$ cat src/rtl/norpg_pkg.sv
package norpg_pkg;

    localparam int NCS = 3;
    localparam int CSW = 2;
    localparam int TW  = 4;
    localparam int DW  = 16;

    typedef enum logic [2:0] {
        ST_IDLE,
        ST_SETUP,
        ST_STROBE,
        ST_PAGE,
        ST_HOLD
    } norpg_state_e;

    typedef struct packed {
        logic          page_en;
        logic          page8;
        logic [TW-1:0] setup;
        logic [TW-1:0] strobe;
        logic [TW-1:0] hold;
        logic [TW-1:0] pdel;
    } cs_cfg_t;

    function automatic logic page_start(input logic [2:0] lo, input logic page8);
        return page8 ? (lo == 3'd0) : (lo[1:0] == 2'd0);
    endfunction

endpackage

$ cat src/rtl/norpg_cfg_sel.sv
module norpg_cfg_sel
    import norpg_pkg::*;
(
    input  logic [CSW-1:0]    cs,
    input  logic [NCS-1:0]    page_en,
    input  logic [NCS-1:0]    page8,
    input  logic [NCS-1:0]    ext_wait,
    input  logic [NCS-1:0]    sel_strobe,
    input  logic [NCS*TW-1:0] setup,
    input  logic [NCS*TW-1:0] strobe,
    input  logic [NCS*TW-1:0] hold,
    input  logic [NCS*TW-1:0] pdel,
    output cs_cfg_t           cfg,
    output logic              illegal
);

    cs_cfg_t  tbl [NCS];
    logic [NCS-1:0] mode_clash;

    for (genvar g = 0; g < NCS; g++) begin : g_cs
        assign tbl[g] = '{
            page_en: page_en[g],
            page8:   page8[g],
            setup:   setup[g*TW +: TW],
            strobe:  strobe[g*TW +: TW],
            hold:    hold[g*TW +: TW],
            pdel:    pdel[g*TW +: TW]
        };
        assign mode_clash[g] = page_en[g] && (ext_wait[g] || sel_strobe[g]);
    end

    always_comb begin
        cfg     = '0;
        illegal = 1'b1;
        for (int i = 0; i < NCS; i++) begin
            if (cs == CSW'(i)) begin
                cfg     = tbl[i];
                illegal = mode_clash[i];
            end
        end
    end

endmodule

$ cat src/rtl/norpg_addr_gen.sv
module norpg_addr_gen
    import norpg_pkg::*;
#(
    parameter int AW = 20,
    parameter int CW = 8
) (
    input  logic          clk,
    input  logic          rst,
    input  logic          load,
    input  logic [AW-1:0] addr_in,
    input  logic [CW-1:0] count_in,
    input  logic          step,
    input  logic          page8,
    output logic [AW-1:0] addr,
    output logic          last,
    output logic          next_page_start
);

    logic [AW-1:0] addr_q;
    logic [CW-1:0] remain_q;
    logic [2:0]    lo_next;

    always_ff @(posedge clk) begin
        if (rst) begin
            addr_q   <= '0;
            remain_q <= '0;
        end else if (load) begin
            addr_q   <= addr_in;
            remain_q <= count_in;
        end else if (step) begin
            addr_q   <= addr_q + AW'(1);
            remain_q <= remain_q - CW'(1);
        end
    end

    assign lo_next         = addr_q[2:0] + 3'd1;
    assign next_page_start = page_start(lo_next, page8);
    assign last            = (remain_q == CW'(1));
    assign addr            = addr_q;

    assert_no_underflow_R9: assert property (@(posedge clk) disable iff (rst)
        step |-> (remain_q > CW'(1)));

endmodule

$ cat src/rtl/norpg_capture.sv
module norpg_capture
    import norpg_pkg::*;
(
    input  logic          clk,
    input  logic          rst,
    input  logic          take,
    input  logic [DW-1:0] din,
    output logic [DW-1:0] dout,
    output logic          valid
);

    always_ff @(posedge clk) begin
        if (rst) begin
            dout  <= '0;
            valid <= 1'b0;
        end else begin
            valid <= take;
            if (take) dout <= din;
        end
    end

endmodule

$ cat src/rtl/norpg_read_seq.sv
module norpg_read_seq
    import norpg_pkg::*;
#(
    parameter int AW = 20,
    parameter int CW = 8
) (
    input  logic              clk,
    input  logic              rst,
    input  logic              req_valid,
    input  logic [CSW-1:0]    req_cs,
    input  logic [AW-1:0]     req_addr,
    input  logic [CW-1:0]     req_count,
    input  logic [NCS-1:0]    cfg_page_en,
    input  logic [NCS-1:0]    cfg_page8,
    input  logic [NCS-1:0]    cfg_ext_wait,
    input  logic [NCS-1:0]    cfg_sel_strobe,
    input  logic [NCS*TW-1:0] cfg_setup,
    input  logic [NCS*TW-1:0] cfg_strobe,
    input  logic [NCS*TW-1:0] cfg_hold,
    input  logic [NCS*TW-1:0] cfg_pdel,
    output logic              busy,
    output logic              req_reject,
    output logic [NCS-1:0]    mem_cs_n,
    output logic              mem_oe_n,
    output logic              mem_we_n,
    output logic [1:0]        mem_dqm_n,
    output logic [AW-1:0]     mem_addr,
    input  logic [DW-1:0]     mem_data,
    output logic [DW-1:0]     rd_data,
    output logic              rd_valid
);

    norpg_state_e   state;
    logic [TW-1:0]  cnt;
    logic [TW-1:0]  lim;
    logic           at_lim;
    logic [CSW-1:0] cs_q;
    cs_cfg_t        cfg_q;
    cs_cfg_t        sel_cfg;
    logic           sel_illegal;
    logic           bad_req;
    logic           fin_q;
    logic           reject_q;
    logic           load, take, step, last, next_ps;

    norpg_cfg_sel i_cfg_sel (
        .cs         (req_cs),
        .page_en    (cfg_page_en),
        .page8      (cfg_page8),
        .ext_wait   (cfg_ext_wait),
        .sel_strobe (cfg_sel_strobe),
        .setup      (cfg_setup),
        .strobe     (cfg_strobe),
        .hold       (cfg_hold),
        .pdel       (cfg_pdel),
        .cfg        (sel_cfg),
        .illegal    (sel_illegal)
    );

    assign bad_req = sel_illegal || (req_count == '0);
    assign load    = (state == ST_IDLE) && req_valid && !bad_req;

    always_comb begin
        case (state)
            ST_SETUP:  lim = cfg_q.setup;
            ST_STROBE: lim = cfg_q.strobe;
            ST_PAGE:   lim = cfg_q.pdel;
            ST_HOLD:   lim = cfg_q.hold;
            default:   lim = '0;
        endcase
    end

    assign at_lim = (cnt == lim);
    assign take   = ((state == ST_STROBE) || (state == ST_PAGE)) && at_lim;
    assign step   = take && !last;

    norpg_addr_gen #(.AW(AW), .CW(CW)) i_addr_gen (
        .clk             (clk),
        .rst             (rst),
        .load            (load),
        .addr_in         (req_addr),
        .count_in        (req_count),
        .step            (step),
        .page8           (cfg_q.page8),
        .addr            (mem_addr),
        .last            (last),
        .next_page_start (next_ps)
    );

    norpg_capture i_capture (
        .clk   (clk),
        .rst   (rst),
        .take  (take),
        .din   (mem_data),
        .dout  (rd_data),
        .valid (rd_valid)
    );

    always_ff @(posedge clk) begin
        if (rst) begin
            state    <= ST_IDLE;
            cnt      <= '0;
            cs_q     <= '0;
            cfg_q    <= '0;
            fin_q    <= 1'b0;
            reject_q <= 1'b0;
        end else begin
            reject_q <= 1'b0;
            cnt      <= cnt + TW'(1);
            case (state)
                ST_IDLE: begin
                    cnt <= '0;
                    if (req_valid) begin
                        if (bad_req) begin
                            reject_q <= 1'b1;
                        end else begin
                            state <= ST_SETUP;
                            cs_q  <= req_cs;
                            cfg_q <= sel_cfg;
                            fin_q <= 1'b0;
                        end
                    end
                end
                ST_SETUP: begin
                    if (at_lim) begin
                        state <= ST_STROBE;
                        cnt   <= '0;
                    end
                end
                ST_STROBE, ST_PAGE: begin
                    if (at_lim) begin
                        cnt <= '0;
                        if (last) begin
                            state <= ST_HOLD;
                            fin_q <= 1'b1;
                        end else if (cfg_q.page_en) begin
                            state <= next_ps ? ST_SETUP : ST_PAGE;
                        end else begin
                            state <= ST_HOLD;
                        end
                    end
                end
                ST_HOLD: begin
                    if (at_lim) begin
                        cnt   <= '0;
                        state <= fin_q ? ST_IDLE : ST_SETUP;
                    end
                end
                default: state <= ST_IDLE;
            endcase
        end
    end

    assign busy       = (state != ST_IDLE);
    assign req_reject = reject_q;
    assign mem_cs_n   = busy ? ~(NCS'(1) << cs_q) : '1;
    assign mem_oe_n   = !((state == ST_STROBE) || (state == ST_PAGE));
    assign mem_we_n   = 1'b1;
    assign mem_dqm_n  = busy ? 2'b00 : 2'b11;

    assert_cs_onehot_R3: assert property (@(posedge clk) disable iff (rst)
        $onehot0(~mem_cs_n));

    assert_cs_stable_R3: assert property (@(posedge clk) disable iff (rst)
        (busy && $past(busy)) |-> $stable(mem_cs_n));

    assert_oe_within_cs_R4: assert property (@(posedge clk) disable iff (rst)
        !mem_oe_n |-> (mem_cs_n != '1));

    assert_page_addr_step_R4: assert property (@(posedge clk) disable iff (rst)
        (state == ST_PAGE && cnt == '0) |-> (mem_addr == $past(mem_addr) + AW'(1)));

    assert_reject_idle_R8: assert property (@(posedge clk) disable iff (rst)
        req_reject |-> !busy);

    assert_valid_source_R9: assert property (@(posedge clk) disable iff (rst)
        rd_valid |-> $past(state == ST_STROBE || state == ST_PAGE));

endmodule

$ cat config.mk
export PLATFORM = sky130hd
export DESIGN_NAME = norpg_read_seq
export DESIGN_NICKNAME = d
export VERILOG_FILES = /design/src/rtl/norpg_pkg.sv /design/src/rtl/norpg_cfg_sel.sv /design/src/rtl/norpg_addr_gen.sv /design/src/rtl/norpg_capture.sv /design/src/rtl/norpg_read_seq.sv
export SDC_FILE = /design/constraint.sdc
export NUM_CORES = 1
export LEC_CHECK = 0
export BUFFER_PORTS_ARGS = -buffer_cell sky130_fd_sc_hd__clkbuf_2
export CAP_MARGIN = 20
export CORE_MARGIN = 3
export CORE_UTILIZATION = 30
export DETAILED_ROUTE_END_ITERATION = 7
export GPL_TIMING_DRIVEN = 0
export PLACE_DENSITY_LB_ADDON = 0.08
export SLEW_MARGIN = 20
export SYNTH_ARGS = -nofsm -noshare
export SYNTH_HDL_FRONTEND = slang
export SYNTH_SLANG_ARGS = --single-unit
$ cat constraint.sdc
create_clock -name clk -period 6.3 [get_ports clk]
set_input_delay 0.63 -clock clk [delete_from_list [all_inputs] [get_ports clk]]
set_output_delay 0.63 -clock clk [all_outputs]
set_load 0.01 [all_outputs]
# Yosys cells after proc, flatten, opt, wreduce, memory -nomap -nowiden
# Index checks and enable logic that the tools add are counted.
# Widths: inputs -> output; s select.
classes:
  bitwise: 4
  n_mux: 32
  addsub: 4
  eq_ne: 14
  shift: 1
  n_reduce_logical: 29
op_table:
  columns: ["cell", "n"]
  rows:
  - ["$mux 18", 3]
  - ["$mux 20", 2]
  - ["$mux 3", 8]
  - ["$add 20x1->20 const B", 1]
  - ["$mux 8", 2]
  - ["$pmux 4 s4", 1]
  - ["$ne 2x2->1 const B", 6]
  - ["$pmux 3 s4", 1]
  - ["$mux 1", 10]
  - ["$reduce_and 5->1", 2]
  - ["$eq 8x1->1 const B", 1]
  - ["$logic_not 8->1", 1]
  - ["$pmux 4 s2", 1]
  - ["$sub 8x1->8 const B", 1]
  - ["$logic_and 1x1->1", 7]
  - ["$eq 3x2->1 const B", 2]
  - ["$logic_not 3->1", 2]
  - ["$logic_or 1x1->1", 5]
  - ["$add 4x1->4 const B", 1]
  - ["$eq 4x4->1", 1]
  - ["$logic_not 2->1", 2]
  - ["$mux 2", 2]
  - ["$mux 4", 1]
  - ["$reduce_bool 2->1", 2]
  - ["15 further kinds", 19]
totals:
  ff_bits: 74
  input_bits: 109
  elab_cells: 99

# Depth between registers and ports, before layout
depth:
  depth_word: 9
  depth_mapped: 10
  depth_no_buf: 8

# By module
# From an unflattened synthesis, not the netlist that was laid out.
hier_totals:
  hier_cells: 493
  area_unflattened_um2: 4106.4
modules_own_cells:
  columns: ["module", "cells_each", "area_each_um2", "instances"]
  rows:
  - ["norpg_addr_gen", 196, 1639.1, 1]
  - ["norpg_read_seq", 176, 1408.9, 1]
  - ["norpg_capture", 54, 608.1, 1]
  - ["norpg_cfg_sel", 67, 450.4, 1]

# Worst setup path before layout
# Ideal clock, no wire load.
synth_timing:
  kind: "input-to-reg"
  startpoint: "input port req_cs[0]"
  endpoint: "register i_addr_gen.addr_q[18] (netlist: i_addr_gen.addr[18])"
  setup_slack_ns: 3.959
  stages: 9
  path_buffers: 3
  arrival_time_ns: 2.250
  setup_time_ns: 0.091
  path_cell_list: "nor2b_1 -> clkbuf_1 -> nand2_1 -> a22oi_1 -> nor2b_1 -> clkbuf_1 -> clkbuf_1 -> a211oi_1 -> a311oi_1"
synth_between:
  elab_chain_len: 8
  elab_cells_between_ends: 11
  classes_between: "eq/ne (2); mux (4); reduce/logical (5)"
synth_rtl:
  columns: ["item", "line_no", "text"]
  rows:
  - ["start: declaration", "norpg_read_seq.sv:10", "input logic [CSW-1:0] req_cs,"]
  - ["$logic_not 2->1", "norpg_cfg_sel.sv:36", "if (cs == CSW'(i)) begin"]
  - ["$mux 1 (2 in a row)", "norpg_cfg_sel.sv:36", null]
  - ["$mux 1 *", "norpg_cfg_sel.sv:36", null]
  - ["$logic_or 1x1->1 *", "norpg_read_seq.sv:60", "assign bad_req = sel_illegal || (req_count == '0);"]
  - ["$logic_not 1->1 *", "norpg_read_seq.sv:61", "assign load = (state == ST_IDLE) && req_valid && !bad_req;"]
  - ["$logic_and 1x1->1 *", "norpg_read_seq.sv:61", null]
  - ["$mux 20 or $reduce_bool 2->1 (tied branches)", null, null]
  - ["end signal: assignment", "norpg_addr_gen.sv:28", "addr_q <= addr_in;"]
  - ["end signal: assignment", "norpg_addr_gen.sv:31", "addr_q <= addr_q + AW'(1);"]
  - ["end: declaration", "norpg_addr_gen.sv:19", "logic [AW-1:0] addr_q;"]
# Mark *: on every way between the ends. The rest lies on a longest branch, timed or not.
# A chain may end at the register's enable or synchronous reset.

# Final worst setup path
layout_timing:
  startpoint: "input port req_cs[0]"
  endpoint: "register cfg_q[17] (netlist bit)"
layout_between:
  elab_chain_len: 7
  elab_cells_between_ends: 12
  classes_between: "eq/ne (2); mux (6); bitwise (1); reduce/logical (3)"
layout_rtl:
  columns: ["item", "line_no", "text"]
  rows:
  - ["$logic_not 2->1", "norpg_cfg_sel.sv:36", null]
  - ["$mux 1 (3 in a row)", "norpg_cfg_sel.sv:36", null]
  - ["$logic_or 1x1->1", "norpg_read_seq.sv:60", null]
  - ["$not 1->1 (no source line)", null, null]
  - ["$reduce_and 3->1 (no source line)", null, null]
  - ["end signal: assignment", "norpg_read_seq.sv:119", "cfg_q <= sel_cfg;"]
  - ["end: declaration", "norpg_read_seq.sv:38", "cs_cfg_t cfg_q;"]
# Parallel ways exist; a longest one is shown, timed or not.

==> metrics.txt <==
fin crit share=45.6%; row count=41; Congestion Overflow GR=0; family with the most delay on the worst path=buffers and inverters; Power Dens Cells=250 nW/um^2; area of the core=12800 um^2; CP max stage cell=clkbuf_1; final WL=12700 um; Final HPWL DP=9830 um; Nets=744; Pwr Total=1320 uW; Post-Synthesis Net Count=581; I/O pins=155; DRC viols=0; clock skew=0.00676 ns; initial core utilization=31.2%; status=finished clean; GR Util met3=2.94%; Chip Width=121 um; Seq cells post-synth=74; slowest stage delay, CP=0.48 ns; Final Setup Violations=0; TritonCTS Buffers=9; hold crit path type=reg -> reg; CP endpoint kind=flop; Slew Viols, Final=0; fraction of met1 tracks used by global routing=22.1%; Max IR drop VDD=0.107 mV; Max-Cap Viols=0; CP most frequent cell=clkbuf_1; critical path class=in -> reg; GR Util met2=29.5%; Synth top area share=37.2%; critical path, cell by cell=clkbuf_2, nor2b_1, clkbuf_1, nand2_1, a22oi_1, nor2b_1, clkbuf_1, clkbuf_1, o211ai_1, o21ai_0, nor2_1; overall routing resource usage=17.3%; Worst Path Arrival=3.08 ns; asr flop ratio synth=0%; number of flops mapped to enable cells by yosys=0; Max Clock Freq=348 MHz; Reg clk slew, reported paths=0.06 ns; # Post-CTS Setup Buffers=0; Mapped Area=3980 um^2; GR peak layer=met2; Filler Cells Inserted=1357; CP bufs+invs=4; Yosys top cell by area=dfxtp_1; cts repair resizes=0; Tmin final=2.87 ns; sequential fraction of the synthesis area=37.2%; Netlist cell types=57; drt wl/cell=15.7 um; dominant cells by area after synthesis=dfxtp_1 (37%), mux2i_1 (6.0%), nor3_1 (5.0%); Rel. slew slack=52.8%; Placer Congestion=0.842; Die H=121 um; Most used DFF post-synth=dfxtp_1; initial antenna violation count=0; Worst-Margin Slew=0.704 ns; vias in the first global route=3943; die area=14700 um^2; Synth warnings=0; via count=4046; CP required=6.50 ns; clock root buffer=clkbuf_16; leakage=0.00218 uW; CP max FO=10; DRT Pass-1 Iters=4; Layout area overhead=32.5%; Synth Instances=467; clk_lat worst skew=0.33 ns; syn avg cell area=8.53 um^2; final hold violation count=0; DR vias/cell=5.01; Iter 0 DRT Violations=164; crit start category=primary input; # diodes=0; H-tree depth=3; CTS Buffer Depth=2; largest net degree at the start of global routing=12; CTS tree=done; CTS Hold Bufs=0; first-pass GRT wire length=20000 um; Port-buffer cells=152; RSZ-0062 raised after global routing=false; setup TNS=0 ns; clock sinks=74; ANT nets after route=0; layout cell share with drive strength beyond 1=31.3%
-- path summary, 6_finish.rpt --
kind | from | end | slack [ns] | cells past startpoint
worst max-delay path | req_cs[0] | cfg_q[17]$_SDFFE_PP0P_ | 3.43 | 11
worst min-delay path | fin_q$_SDFFE_PP0P_ | fin_q$_SDFFE_PP0P_ | 0.46 | 2
worst max register to register | state[2]$_SDFFE_PP0P_ | i_capture.dout[6]$_SDFFE_PP0P_ | 3.63 | 9
worst min register to register | fin_q$_SDFFE_PP0P_ | fin_q$_SDFFE_PP0P_ | 0.46 | 2
-- worst min-delay path: cells and delay by family, from the launching register on --
family                 cells  cell delay, ns
flip-flops                 1            0.30
buffers and inverters      1            0.06
AO/OA/AOI/OAI              1            0.06
-- layer usage --
layer | part of all wire [%] | up-vias
li1 | - | 2047
met1 | 44 | 1890
met2 | 50 | 96
met3 | 4.3 | 13
met4 | 1.5 | 0
met5 | 0 | -
-- flip-flops by register name, summed over array words and instances, names as in the netlist --
register / flops
i_capture.dout: 16
i_capture.valid: 1
state: 3
cnt: 4
fin_q: 1
req_reject: 1
i_addr_gen.addr: 20
cfg_q: 18
cs_q: 2
i_addr_gen.remain_q: 8
-- synth_stat cells (2+ instances only) --
master	number
dfxtp_1	74
nor2_1	45
nor3_1	40
nand2_1	35
clkbuf_1	28
mux2i_1	24
o21ai_0	21
a221oi_1	17
mux2_2	17
xnor2_1	14
and3_1	13
nand3_1	13
nand3b_1	12
nor4_1	10
a21oi_1	9
nand4_1	9
inv_1	8
ha_1	5
or4_1	5
a211oi_1	4
a32o_1	4
buf_4	4
nor2b_1	4
nor3b_1	4
o211ai_1	4
o21a_1	4
a311oi_1	3
buf_6	3
a21oi_2	2
and4_1	2
nand2b_1	2
o21bai_1	2
o22ai_2	2
-- layout make-up --
type	count	area (um^2)	area share (%)
multi-input cells	347	2290	43.4
inverters	9	33.8	0.640
well taps	172	215	4.08
clock buffers	15	288	5.46
flip-flops and latches	74	1480	28.1
repair buffers	152	761	14.4
clock inverters	1	30.0	0.569
plain buffers	37	178	3.37
-- metrics by stage --
stage / instances / util, % / hold slack [ns] / setup slack, ns / area [um^2]
after floorplan: 467 / - / 0.432 / 3.96 / 3980
after global placement: 791 / 38.8 / 0.450 / 3.11 / 4960
after detailed placement: 791 / 38.8 / 0.456 / 3.08 / 4960
after CTS: 807 / 41.3 / 0.465 / 3.42 / 5280
after global routing: 807 / 41.3 / 0.493 / 3.12 / 5280
final: 807 / 41.3 / 0.464 / 3.43 / 5280
-- placed cells by master (no fill, tap or decap), types with 3 or more instances in the layout --
cell	instances
clkbuf_16	9
buf_6	3
ha_1	5
dfxtp_1	74
nor4_1	10
clkbuf_8	4
a21oi_1	9
nor3b_1	4
o21ai_0	21
o21a_1	4
a311oi_1	3
nand3_1	13
clkbuf_2	152
clkbuf_1	30
mux2_2	17
a221oi_1	17
nor2b_1	4
mux2i_1	24
buf_4	4
nand3b_1	12
o211ai_1	4
a32o_1	4
nand2_1	35
nor3_1	40
or4_1	5
nor2_1	45
inv_1	8
xnor2_1	14
nand4_1	9
a211oi_1	4
and3_1	13
-- where the power goes --
| part | internal (uW) | total, uW | switching, uW |
|---|---|---|---|
| clock network | 350 | 544 | 193 |
| logic | 109 | 245 | 136 |
| registers | 502 | 531 | 28.4 |
| total | 962 | 1320 | 358 |
-- cells by family (layout without fill, tap and decap cells) --
kind of cell	count (synthesis)	count (layout)	share of synthesized area, %
flip-flops	74	74	37.2
other	1	1	0.0942
adder cells (fa/ha/maj)	6	6	1.82
AND/OR/NAND/NOR	203	203	26.7
multiplexers	41	41	10.8
AO/OA/AOI/OAI	81	81	14.7
XOR/XNOR	15	15	3.30
buffers and inverters	46	214	5.31
(Power assumes the default switching activity.)
